<file path="src/rtl/mont_pkg.sv">
package mont_pkg;

    typedef enum logic [1:0] {
        MS_IDLE = 2'd0,
        MS_LOOP = 2'd1,
        MS_FIX  = 2'd2
    } mont_state_e;

endpackage

</file>
<file path="src/rtl/mont_bit_ctr.sv">
// Counts loop iterations; flags the final one.
module mont_bit_ctr #(
    parameter int WIDTH = 32
) (
    input  logic clk,
    input  logic rst_n,
    input  logic clr,
    input  logic step,
    output logic last
);
    localparam int CW = (WIDTH > 1) ? $clog2(WIDTH) : 1;

    logic [CW-1:0] cnt_d, cnt_q;

    always_comb begin
        cnt_d = cnt_q;
        if (clr) begin
            cnt_d = '0;
        end else if (step) begin
            cnt_d = cnt_q + CW'(1);
        end
    end

    always_ff @(posedge clk or negedge rst_n) begin
        if (!rst_n) begin
            cnt_q <= '0;
        end else begin
            cnt_q <= cnt_d;
        end
    end

    assign last = (cnt_q == CW'(WIDTH - 1));

endmodule

</file>
<file path="src/rtl/mont_iter.sv">
// One radix-2 step: conditional add of Y, parity add of M, halve.
module mont_iter #(
    parameter int WIDTH = 32,
    parameter int ACC_W = WIDTH + 2
) (
    input  logic [ACC_W-1:0] acc,
    input  logic             xbit,
    input  logic [WIDTH-1:0] y,
    input  logic [WIDTH-1:0] m,
    output logic [ACC_W-1:0] acc_next
);
    localparam int PAD = ACC_W - WIDTH;

    logic [ACC_W-1:0] y_ext, m_ext, sum_y, sum_m;

    always_comb begin
        y_ext    = {{PAD{1'b0}}, y};
        m_ext    = {{PAD{1'b0}}, m};
        sum_y    = xbit ? (acc + y_ext) : acc;
        sum_m    = sum_y[0] ? (sum_y + m_ext) : sum_y;
        acc_next = sum_m >> 1;
    end

endmodule

</file>
<file path="src/rtl/mont_fix.sv">
// Final conditional subtraction bringing the sum below M.
module mont_fix #(
    parameter int WIDTH = 32,
    parameter int ACC_W = WIDTH + 2
) (
    input  logic [ACC_W-1:0] acc,
    input  logic [WIDTH-1:0] m,
    output logic [WIDTH-1:0] res
);
    localparam int PAD = ACC_W - WIDTH;

    logic [ACC_W-1:0] m_ext, diff;
    logic             ge;

    always_comb begin
        m_ext = {{PAD{1'b0}}, m};
        ge    = (acc >= m_ext);
        diff  = acc - m_ext;
        res   = ge ? WIDTH'(diff) : acc[WIDTH-1:0];
    end

endmodule

</file>
<file path="src/rtl/mont_mul_r2.sv">
module mont_mul_r2 #(
    parameter int WIDTH = 32
) (
    input  logic             clk,
    input  logic             rst_n,
    input  logic             start,
    input  logic [WIDTH-1:0] x_in,
    input  logic [WIDTH-1:0] y_in,
    input  logic [WIDTH-1:0] m_in,
    output logic [WIDTH-1:0] result,
    output logic             done
);
    import mont_pkg::*;

    localparam int ACC_W = WIDTH + 2;

    typedef struct packed {
        mont_state_e      state;
        logic [WIDTH-1:0] x;
        logic [WIDTH-1:0] y;
        logic [WIDTH-1:0] m;
        logic [ACC_W-1:0] acc;
        logic [WIDTH-1:0] res;
        logic             done;
    } mont_regs_t;

    mont_regs_t st_d, st_q;

    logic [ACC_W-1:0] acc_step;
    logic [WIDTH-1:0] fix_res;
    logic             iter_last;
    logic             busy_w;
    logic [WIDTH-1:0] m_cap_w;
    logic [ACC_W-1:0] acc_w;

    mont_iter #(.WIDTH(WIDTH), .ACC_W(ACC_W)) u_iter (
        .acc      (st_q.acc),
        .xbit     (st_q.x[0]),
        .y        (st_q.y),
        .m        (st_q.m),
        .acc_next (acc_step)
    );

    mont_fix #(.WIDTH(WIDTH), .ACC_W(ACC_W)) u_fix (
        .acc (st_q.acc),
        .m   (st_q.m),
        .res (fix_res)
    );

    mont_bit_ctr #(.WIDTH(WIDTH)) u_ctr (
        .clk   (clk),
        .rst_n (rst_n),
        .clr   (st_q.state == MS_IDLE),
        .step  (st_q.state == MS_LOOP),
        .last  (iter_last)
    );

    always_comb begin
        st_d      = st_q;
        st_d.done = 1'b0;
        unique case (st_q.state)
            MS_IDLE: begin
                if (start) begin
                    st_d.x     = x_in;
                    st_d.y     = y_in;
                    st_d.m     = m_in;
                    st_d.acc   = '0;
                    st_d.state = MS_LOOP;
                end
            end
            MS_LOOP: begin
                st_d.acc = acc_step;
                st_d.x   = st_q.x >> 1;
                if (iter_last) begin
                    st_d.state = MS_FIX;
                end
            end
            MS_FIX: begin
                st_d.res   = fix_res;
                st_d.done  = 1'b1;
                st_d.state = MS_IDLE;
            end
            default: st_d.state = MS_IDLE;
        endcase
    end

    always_ff @(posedge clk or negedge rst_n) begin
        if (!rst_n) begin
            st_q <= '{state: MS_IDLE, default: '0};
        end else begin
            st_q <= st_d;
        end
    end

    assign result  = st_q.res;
    assign done    = st_q.done;
    assign busy_w  = (st_q.state != MS_IDLE);
    assign m_cap_w = st_q.m;
    assign acc_w   = st_q.acc;

endmodule

</file>
<file path="config.mk">
export PLATFORM = sky130hd
export DESIGN_NAME = mont_mul_r2
export DESIGN_NICKNAME = d
export VERILOG_FILES = /design/src/rtl/mont_pkg.sv /design/src/rtl/mont_bit_ctr.sv /design/src/rtl/mont_iter.sv /design/src/rtl/mont_fix.sv /design/src/rtl/mont_mul_r2.sv
export SDC_FILE = /design/constraint.sdc
export NUM_CORES = 1
export LEC_CHECK = 0
export CORE_MARGIN = 5
export CORE_UTILIZATION = 45
export CTS_CLUSTER_DIAMETER = 40
export DETAILED_ROUTE_END_ITERATION = 8
export MAX_ROUTING_LAYER = met4
export PLACE_DENSITY = 0.76
export SLEW_MARGIN = 20
export SYNTH_ARGS = -nofsm -noshare
export SYNTH_HDL_FRONTEND = slang
export SYNTH_SLANG_ARGS = --single-unit
</file>
<file path="constraint.sdc">
create_clock -name clk -period 12.71 [get_ports clk]
set_input_delay 2.542 -clock clk [delete_from_list [all_inputs] [get_ports clk]]
set_output_delay 2.542 -clock clk [all_outputs]
set_load 0.01 [all_outputs]
</file>
* Word level (Yosys, flattened, before mapping)
Index checks and enable logic that the tools add are counted.
Cells by class: $add $sub $neg 4, $lt $le $gt $ge 1, equality and inequality tests 5, mux-type cells 11, reduce and logical (&&, ||, !) cells 5
Operator list (number):
- 132-bit 2-to-1 mux | 1
- 34-bit by 32-bit adder with 34-bit output | 2
- 34-bit 2-to-1 mux | 2
- 34-bit one-hot mux with 2 select lines | 1
- 32-bit one-hot mux with 2 select lines | 1
- 34-bit by 32-bit greater-or-equal comparator with 1-bit output | 1
- 32-bit 2-to-1 mux | 1
- 32-bit subtractor | 1
- 5-bit 2-to-1 mux | 2
- 2-bit AND reduction | 3
- 5-bit by 1-bit adder with 5-bit output (second input constant) | 1
- 5-bit equality test (second input constant) | 1
- 2-bit inequality test (second input constant) | 2
- 2-bit one-hot mux with 2 select lines | 1
- 2-bit by 1-bit equality test with 1-bit output (second input constant) | 1
- 2-bit equality test (second input constant) | 1
- 2-bit zero test | 1
- 2-bit 2-to-1 mux | 1
- 2-bit nonzero test | 1
- 1-bit 2-to-1 mux | 1
Word-level totals: flip-flop bits (word level) 170, bits of input ports 99, output and inout port bits 33, logic and storage cells 34

* Longest topological paths before layout
Gate-level depths: netlist of the first run.
depth after elaboration 5, depth in mapped cells 23, gate-level depth less buffers 23

* Hierarchy
Synthesis of the first run repeated with hierarchy kept, for this count alone.
Second synthesis, totals: cells, all modules 1301, area total of the unflattened synthesis 13558.0 µm²
By module, submodules not included:
- mont_mul_r2 | times used 1, cells each 436, area each 7050.5 µm², sequential area each 4129.0 µm²
- mont_iter | times used 1, cells each 538, area each 3923.8 µm², sequential area each 0.0 µm²
- mont_fix | times used 1, cells each 305, area each 2307.2 µm², sequential area each 0.0 µm²
- mont_bit_ctr | times used 1, cells each 22, area each 276.5 µm², sequential area each 125.1 µm²

* Worst setup path before layout of the first run
Ideal clock, no wire load.
kind register -> register, start point register st_q, in the netlist acc_w[0], end point register st_q, in the netlist acc_w[22], setup time 0.130 ns, data arrival time 4.563 ns, required time 12.580 ns, setup slack 8.018 ns, cell stages (with the launch flop) 24, path buffers 0, path through dfrtp_1 ha_1 fa_1 a21oi_1 o211a_1 o21ai_0 o21ai_0 a21oi_1 a21boi_0 o21ai_0 xor2_1 mux2i_1 inv_1 ha_1 a211oi_1 o21ai_0 a221oi_1 o21ai_1 a2111o_1 a21oi_1 xor2_1 nor2_1 a21oi_1 o21ai_1
On the way: cells in the longest elaborated chain, start to end 5
RTL lines:
- from (decl) | RTL line mont_mul_r2.sv:27 | mont_regs_t st_d, st_q;
- from (signal assigned) | RTL line mont_mul_r2.sv:91 | st_q <= st_d;
- 34-bit by 32-bit adder with 34-bit output | RTL line mont_iter.sv:19 | sum_y = xbit ? (acc + y_ext) : acc;
- 34-bit 2-to-1 mux (*) | RTL line mont_iter.sv:19
- 34-bit by 32-bit adder with 34-bit output | RTL line mont_iter.sv:20 | sum_m = sum_y[0] ? (sum_y + m_ext) : sum_y;
- 34-bit 2-to-1 mux (*) | RTL line mont_iter.sv:20
- 34-bit one-hot mux with 2 select lines (*) | RTL line mont_mul_r2.sv:61 | unique case (st_q.state)
Every way passes the cells marked *; elsewhere a longest branch is shown, timed or not. A chain may end at the register's enable or synchronous reset.

* Worst setup path after layout of the first run
Ends and elaborated chain as after synthesis.

==> results.toml, run 1 <==
[power_and_ir_drop]
p_int_mw = 2.37
ir_drop_v = 0.000110
switching_share_pct = 48.9
power.share.sequential_pct = 19.8
leakage_nw = 6.66
pwr-share-clk_pct = 11.4
pwr-share-comb_pct = 68.8
p_sw_mw = 2.27
p_per_area_nw_per_um2 = 318

[clock_network]
root_buffer = "clkbuf_16"
cts_buffers = 17
cts_tree = "done"
cts_max_level = 4
clk-insertion-delay-late_ns = 0.43
cts_buffer_depth = 2
cts_hold_buffers = 0
post_cts_buffers = 0
cts.sinks = 169
path_clk_slew_ns = 0.07
cts.repair.resized = 0

[layout]
finalInstanceArea_um2 = 14600
antennaDiodeCount = 0
area.growth.synth_to_final_pct = 15.6
layout.cells.non_filler = 1983
fillers = 2598
final_util_pct = 52.5
layout-drive-gt1-share_pct = 5.48
finalNetCount = 1791

[synth]
syn_area_um2 = 12600
ys_seq_area_share_pct = 33.6
synth-edff-count = 0
yosysTopAreaCell = "dfrtp_1"
yosysWarnings = 0
syn_area_per_cell_um2 = 8.26
async_flop_share_pct = 100
synth_fp_nets = 1723
synth.top_cell.area_share_pct = 33.6
synthDistinctLibCells = 72
synth_most_common_cell = "nand2_1"
synthCells = 1524
ys_ff_latch = 169
synth_area_leaders = "dfrtp_1 (34%), ha_1 (9.6%), nand2_1 (9.6%)"
synth_common_cells = "nand2_1 (321), dfrtp_1 (169), o21ai_0 (108), a21oi_1 (98), ha_1 (97)"
ys.flop_type = "dfrtp_1"

[routing]
ant_nets = 0
wire_per_inst_um = 18.0
via_count = 11300
wl_mm = 35.7
drc = 0
dr.pass1.iters = 5
vias_per_cell = 5.68
drtIter0Drc = 825

[worst_setup_path]
worst_ep_arrival_time_ns = 6.04
rrSetupSlack_ns = 6.97
worst_setup_path_start_kind = "flip-flop"
worstPathRequired_ns = 13.01
crit_family = "compound AO/OA/AOI/OAI gates"
critPathCaptureType = "flip-flop"
crit_slowest_cell = "dfrtp_1"
cpPeakStageDelay_ns = 0.59
worstPathMaxFanout = 12
reg2reg_to = "acc_w[22]$_DFFE_PN0P_"
path_buf_inv = 1
rr_startpoint = "acc_w[0]$_DFFE_PN0P_"
critPathKind = "reg2reg"
cp_cell_sequence = "ha_1 > fa_1 > a21oi_1 > o211a_1 > o21ai_0 > o21ai_0 > a21oi_1 > a21boi_0 > o21ai_0 > xor2_1 > mux2i_1 > inv_1 > ha_1 > a211oi_1 > o21ai_0 > a221oi_1 > o21ai_1 > a2111o_1 > a21oi_1 > xor2_1 > nor2_1 > a21oi_1 > o21ai_1"
worstRegToRegCells = 23
crit_start = "acc_w[0]$_DFFE_PN0P_"

[global_route]
track_usage_pct = 23.4
antenna_found_initial = 0
grt_max_degree = 97
grt_pass1_wl_mm = 57.2
first_global_vias = 11000
overflow = 0

[place]
place_area_um2 = 14000
place_inst = 1951
io_buffer_count = 131
dp_hpwl_mm = 26.5
globalplace.congestion = 0.980

[sta]
slew_viol_final = 0
timing.fmax_mhz = 174
skew_ns = 0.0131
max_slew.worst_pin.slew_ns = 0.956
setup_viol = 0
setup_tns_ns = 0
hold_viol = 0
rsz0062_at_grt = "no"
finalCriticalPeriod_ns = 5.74
fin_crit_sh_pct = 45.2
slew_headroom_pct = 36.3

[floorplanning]
num_rows = 61
io_pins = 132
core_area_um2 = 27700
die_w_um = 177
start_util_pct = 45.5
die_y_um = 177
die_area_um2 = 31400

[hold_path]
hold_path_depth = 2
hp-class = "reg2reg"
worstHoldEndpoint = "st_q[150]$_DFFE_PN0P_"
min_from = "st_q[150]$_DFFE_PN0P_"

[status]
run_status = "finished, final reports clean"

[run]
maxCapViolations = 0
-- placed cells by master (no fill, tap or decap), drive strengths merged, types with 6 or more instances in the layout --
cell,Yosys,layout
nand2,321,321
dfrtp,169,169
o21ai,148,148
clkdlybuf4s50,0,130
a21oi,100,100
ha,97,97
inv,66,70
nor2,64,64
xnor2,48,48
a21o,42,42
mux2i,32,32
a22oi,31,31
nand3,30,30
xor2,29,29
mux2,21,21
nor3,20,20
clkbuf,49,20
nor2b,15,15
o211ai,14,14
a211oi,13,13
and2,12,12
buf,44,12
o21a,11,11
o21bai,11,11
a31oi,11,11
nand2b,11,11
nand4,9,9
o31ai,7,7
a22o,6,6
or3,6,6
a31o,6,6
and3,6,6
-- sequential cells by signal, indices dropped and copies added, names as in the netlist --
| name | flops |
|---|---|
| u_ctr.cnt_q | 5 |
| st_q | 66 |
| acc_w | 33 |
| result | 32 |
| done | 1 |
| m_cap_w | 32 |
-- routing by layer --
metal / part of all wire [%] / GRT usage (%) / vias to the layer above
met4: 1.5 / 5.25 / 0
li1: - / - / 5500
met5: 0 / - / -
met2: 43 / 34.8 / 416
met3: 7.7 / 3.87 / 30
met1: 48 / 33.8 / 5325
-- cell families (layout without fill, tap and decap cells) --
logic type,count (synthesis),after routing,share of synthesized area (%)
buffers and inverters,159,240,5.95
and+or+nand+nor,516,516,17.7
adders and majority gates,100,100,10.1
xor gates and xnor gates,77,77,5.36
DFF,169,169,33.6
AOI/OAI and AO/OA,450,450,22.8
muxes,53,53,4.48
-- metrics by stage --
stage               power (mW)  hold WS, ns  setup slack (ns)
finish                    4.63        0.477              6.97
detailed placement        4.03        0.463              7.01
floorplan                 3.34        0.447              8.02
global route              5.02        0.508              6.44
global placement          4.00        0.458              7.15
CTS                       4.59        0.481              6.96
-- power groups by stage --
stage | clock, mW | sequential, mW | combinational (mW)
after CTS | 0.538 | 0.910 | 3.14
after floorplan | 0 | 0.821 | 2.52
after global routing | 0.554 | 0.936 | 3.53
after detailed placement | 0 | 0.917 | 3.11
final | 0.528 | 0.918 | 3.19
after global placement | 0 | 0.912 | 3.09
-- final cells by class --
type,count,area [um^2],share of cell area [%]
multi-input cells,1196,7640,52.5
flip-flops and latches,169,4230,29.1
repair buffers,142,1400,9.58
well taps,378,473,3.25
clock buffers,20,457,3.14
inverters,66,248,1.70
clock inverters,12,114,0.782
-- tightest hold or removal path, delay by kind of cell (launching register included) --
kind             cells  cell delay [ns]
flip-flops           1             0.34
AND/OR/NAND/NOR      2             0.10
-- worst max-delay path by stage --
stage                                  to  slack [ns]  cells past startpoint
CTS                 acc_w[22]$_DFFE_PN0P_        6.96                     23
detailed placement  acc_w[22]$_DFFE_PN0P_        7.01                     23
global placement    acc_w[22]$_DFFE_PN0P_        7.15                     23
finish              acc_w[22]$_DFFE_PN0P_        6.97                     23
global route        acc_w[26]$_DFFE_PN0P_        6.44                     23
floorplan           acc_w[22]$_DFFE_PN0P_        8.02                     23
Note: power is estimated with default switching activity, not from simulation.
==> run 2, diff against run 1 <==
==> constraint.sdc (replaced) <==
create_clock -name clk -period 5.7 [get_ports clk]
set_input_delay 1.14 -clock clk [delete_from_list [all_inputs] [get_ports clk]]
set_output_delay 1.14 -clock clk [all_outputs]
set_load 0.01 [all_outputs]
==> run 2 against run 1 <==
Register-to-register slack worse by 6.5 ns. Non-clock buffer count up 13. Clock power rose by 140%. Total power up 130%. Sequential cell count unchanged. Critical endpoint is now acc_w[32]$_DFFE_PN0P_.
==> results.toml, run 2 (synthesized netlist as in run 1, its figures left out) <==
[status]
run_status = "finished, final reports clean"

[layout]
layout.cells.most_common = "nand2_1"
largest_reg_flops = 66
layout.cells.non_filler = 1994
regMostFlops = "st_q"
final_util_pct = 53.1
antennaDiodeCount = 0
layout-drive-gt1-share_pct = 6.19
multi_input_area_um2 = 7660
regArea_um2 = 4230
layout_common_cells = "nand2_1 (321), dfrtp_1 (168), clkdlybuf4s50_1 (130), o21ai_0 (108), a21oi_1 (98)"
area.growth.synth_to_final_pct = 16.9
finalInstanceArea_um2 = 14700
finalNetCount = 1804
fillers = 2561

[worst_setup_path]
critPathMostFrequentCell = "o21ai_0"
critPathCaptureType = "flip-flop"
crit_family = "compound AO/OA/AOI/OAI gates"
reg2reg_to = "acc_w[32]$_DFFE_PN0P_"
worst_setup_path_start_kind = "flip-flop"
critPathKind = "reg2reg"
rrSetupSlack_ns = 0.48
worstPathMaxFanout = 6
crit_end = "acc_w[32]$_DFFE_PN0P_"
worstPathRequired_ns = 6.02
path_buf_inv = 2
crit_start = "st_q[99]$_DFFE_PN0P_"
worst_ep_arrival_time_ns = 5.54
cp_cell_sequence = "ha_1 > fa_1 > a21oi_1 > o211a_1 > o21ai_0 > o21ai_0 > a21oi_1 > a21boi_1 > o21ai_0 > xor2_1 > mux2i_1 > inv_1 > ha_1 > nand3_1 > nor3_2 > nand3_1 > buf_4 > nor3_1 > o31ai_4 > o211ai_1 > a31oi_1 > nor3_1 > o31a_1 > o21ai_1"
worstSetupPathDepth = 24
worstRegToRegCells = 24
rr_startpoint = "st_q[99]$_DFFE_PN0P_"
crit_slowest_cell = "ha_1"
cpPeakStageDelay_ns = 0.41

[routing]
dr.pass1.iters = 5
ant_nets = 0
via_count = 11400
wire_per_inst_um = 18.2
wl_mm = 36.2
drtIter0Drc = 881
vias_per_cell = 5.72
drc = 0

[clock_network]
root_buffer = "clkbuf_16"
cts.repair.resized = 0
path_clk_slew_ns = 0.07
cts_tree = "done"
cts_max_level = 4
cts_buffers = 17
cts_hold_buffers = 0
clk-insertion-delay-late_ns = 0.43
post_cts_buffers = 0
cts.sinks = 169
cts_buffer_depth = 2

[floorplanning]
num_rows = 61
start_util_pct = 45.5
die_area_um2 = 31400
core_area_um2 = 27700
io_pins = 132
die_y_um = 177
die_w_um = 177

[sta]
timing.fmax_mhz = 192
max_slew.worst_pin.slew_ns = 0.929
rsz0062_at_grt = "no"
hold_viol = 0
slew_headroom_pct = 38.1
slew_viol_final = 0
setup_tns_ns = 0
finalCriticalPeriod_ns = 5.22
skew_ns = 0.0147
setup_viol = 0
fin_crit_sh_pct = 91.5

[global_route]
grt_max_degree = 97
first_global_vias = 10900
grt_pass1_wl_mm = 57.9
track_usage_pct = 23.7
overflow = 0
antenna_found_initial = 0

[power_and_ir_drop]
ir_drop_v = 0.000278
leakage_nw = 6.74
p_per_area_nw_per_um2 = 717

[hold_path]
min_from = "st_q[160]$_DFFE_PN0P_"
hp-class = "reg2reg"

[place]
io_buffer_count = 131
place_area_um2 = 14100
place_inst = 1964
dp_hpwl_mm = 27.3
globalplace.congestion = 0.956

[run]
maxCapViolations = 0
## run 2: metrics by stage
| stage | worst slack [ns] | hold WS (ns) | power [mW] |
|---|---|---|---|
| finish | 0.483 | 0.479 | 10.6 |
| global route | 0.0347 | 0.501 | 11.4 |
| CTS | 0.292 | 0.481 | 10.4 |
| detailed placement | 0.354 | 0.464 | 9.10 |
| global placement | 0.413 | 0.459 | 9.02 |
| floorplan | 1.01 | 0.447 | 7.44 |
## run 2: power by group
| part | switching, mW | leakage, nW | internal, mW |
|---|---|---|---|
| registers | 0.455 | 2.07 | 1.59 |
| logic | 4.13 | 4.39 | 3.13 |
| clock network | 0.514 | 0.285 | 0.745 |
## run 2: worst min-delay path by stage
| stage | to | slack (ns) | cells past startpoint |
|---|---|---|---|
| global route | st_q[107]$_DFFE_PN0P_ | 0.50 | 2 |
| finish | st_q[160]$_DFFE_PN0P_ | 0.48 | 2 |
| floorplan | st_q[132]$_DFFE_PN0P_ | 0.45 | 2 |
| global placement | st_q[132]$_DFFE_PN0P_ | 0.46 | 2 |
| CTS | st_q[155]$_DFFE_PN0P_ | 0.48 | 2 |
| detailed placement | st_q[155]$_DFFE_PN0P_ | 0.46 | 2 |
## run 2: area by class of cell
type | instances | share of cell area, %
Sequential cell | 169 | 28.7
Tap cell | 378 | 3.21
Clock inverter | 10 | 1.14
Clock buffer | 20 | 3.04
Inverter | 66 | 1.68
Multi-Input combinational cell | 1196 | 52.0
Timing Repair Buffer | 155 | 10.1
## run 2: worst min-delay path, delay by kind of cell, from the launching register on
| kind | cells | cell delay (ns) |
|---|---|---|
| DFF | 1 | 0.35 |
| and+or+nand+nor | 2 | 0.10 |
## run 2: metal layers
metal  wire length (um)  global-route usage (%)  part of all wire [%]  vias up
met5                  0                       -                     0        -
met3               2770                    3.72                   7.7       45
met1              17400                    34.7                    48     5347
met4                622                    5.58                   1.7        0
met2              15400                    34.7                    43      458
li1                   -                       -                     -     5546
==> run 3, diff against run 2 <==
--- a/config.mk
+++ b/config.mk
@@ -9,6 +9,7 @@
 export CORE_UTILIZATION = 45
 export CTS_CLUSTER_DIAMETER = 40
 export DETAILED_ROUTE_END_ITERATION = 8
+export GPL_TIMING_DRIVEN = 1
 export MAX_ROUTING_LAYER = met4
 export PLACE_DENSITY = 0.76
 export SLEW_MARGIN = 20
==> results of run 3 <==
Final layout, timing and power as in run 2 (identical DEF).
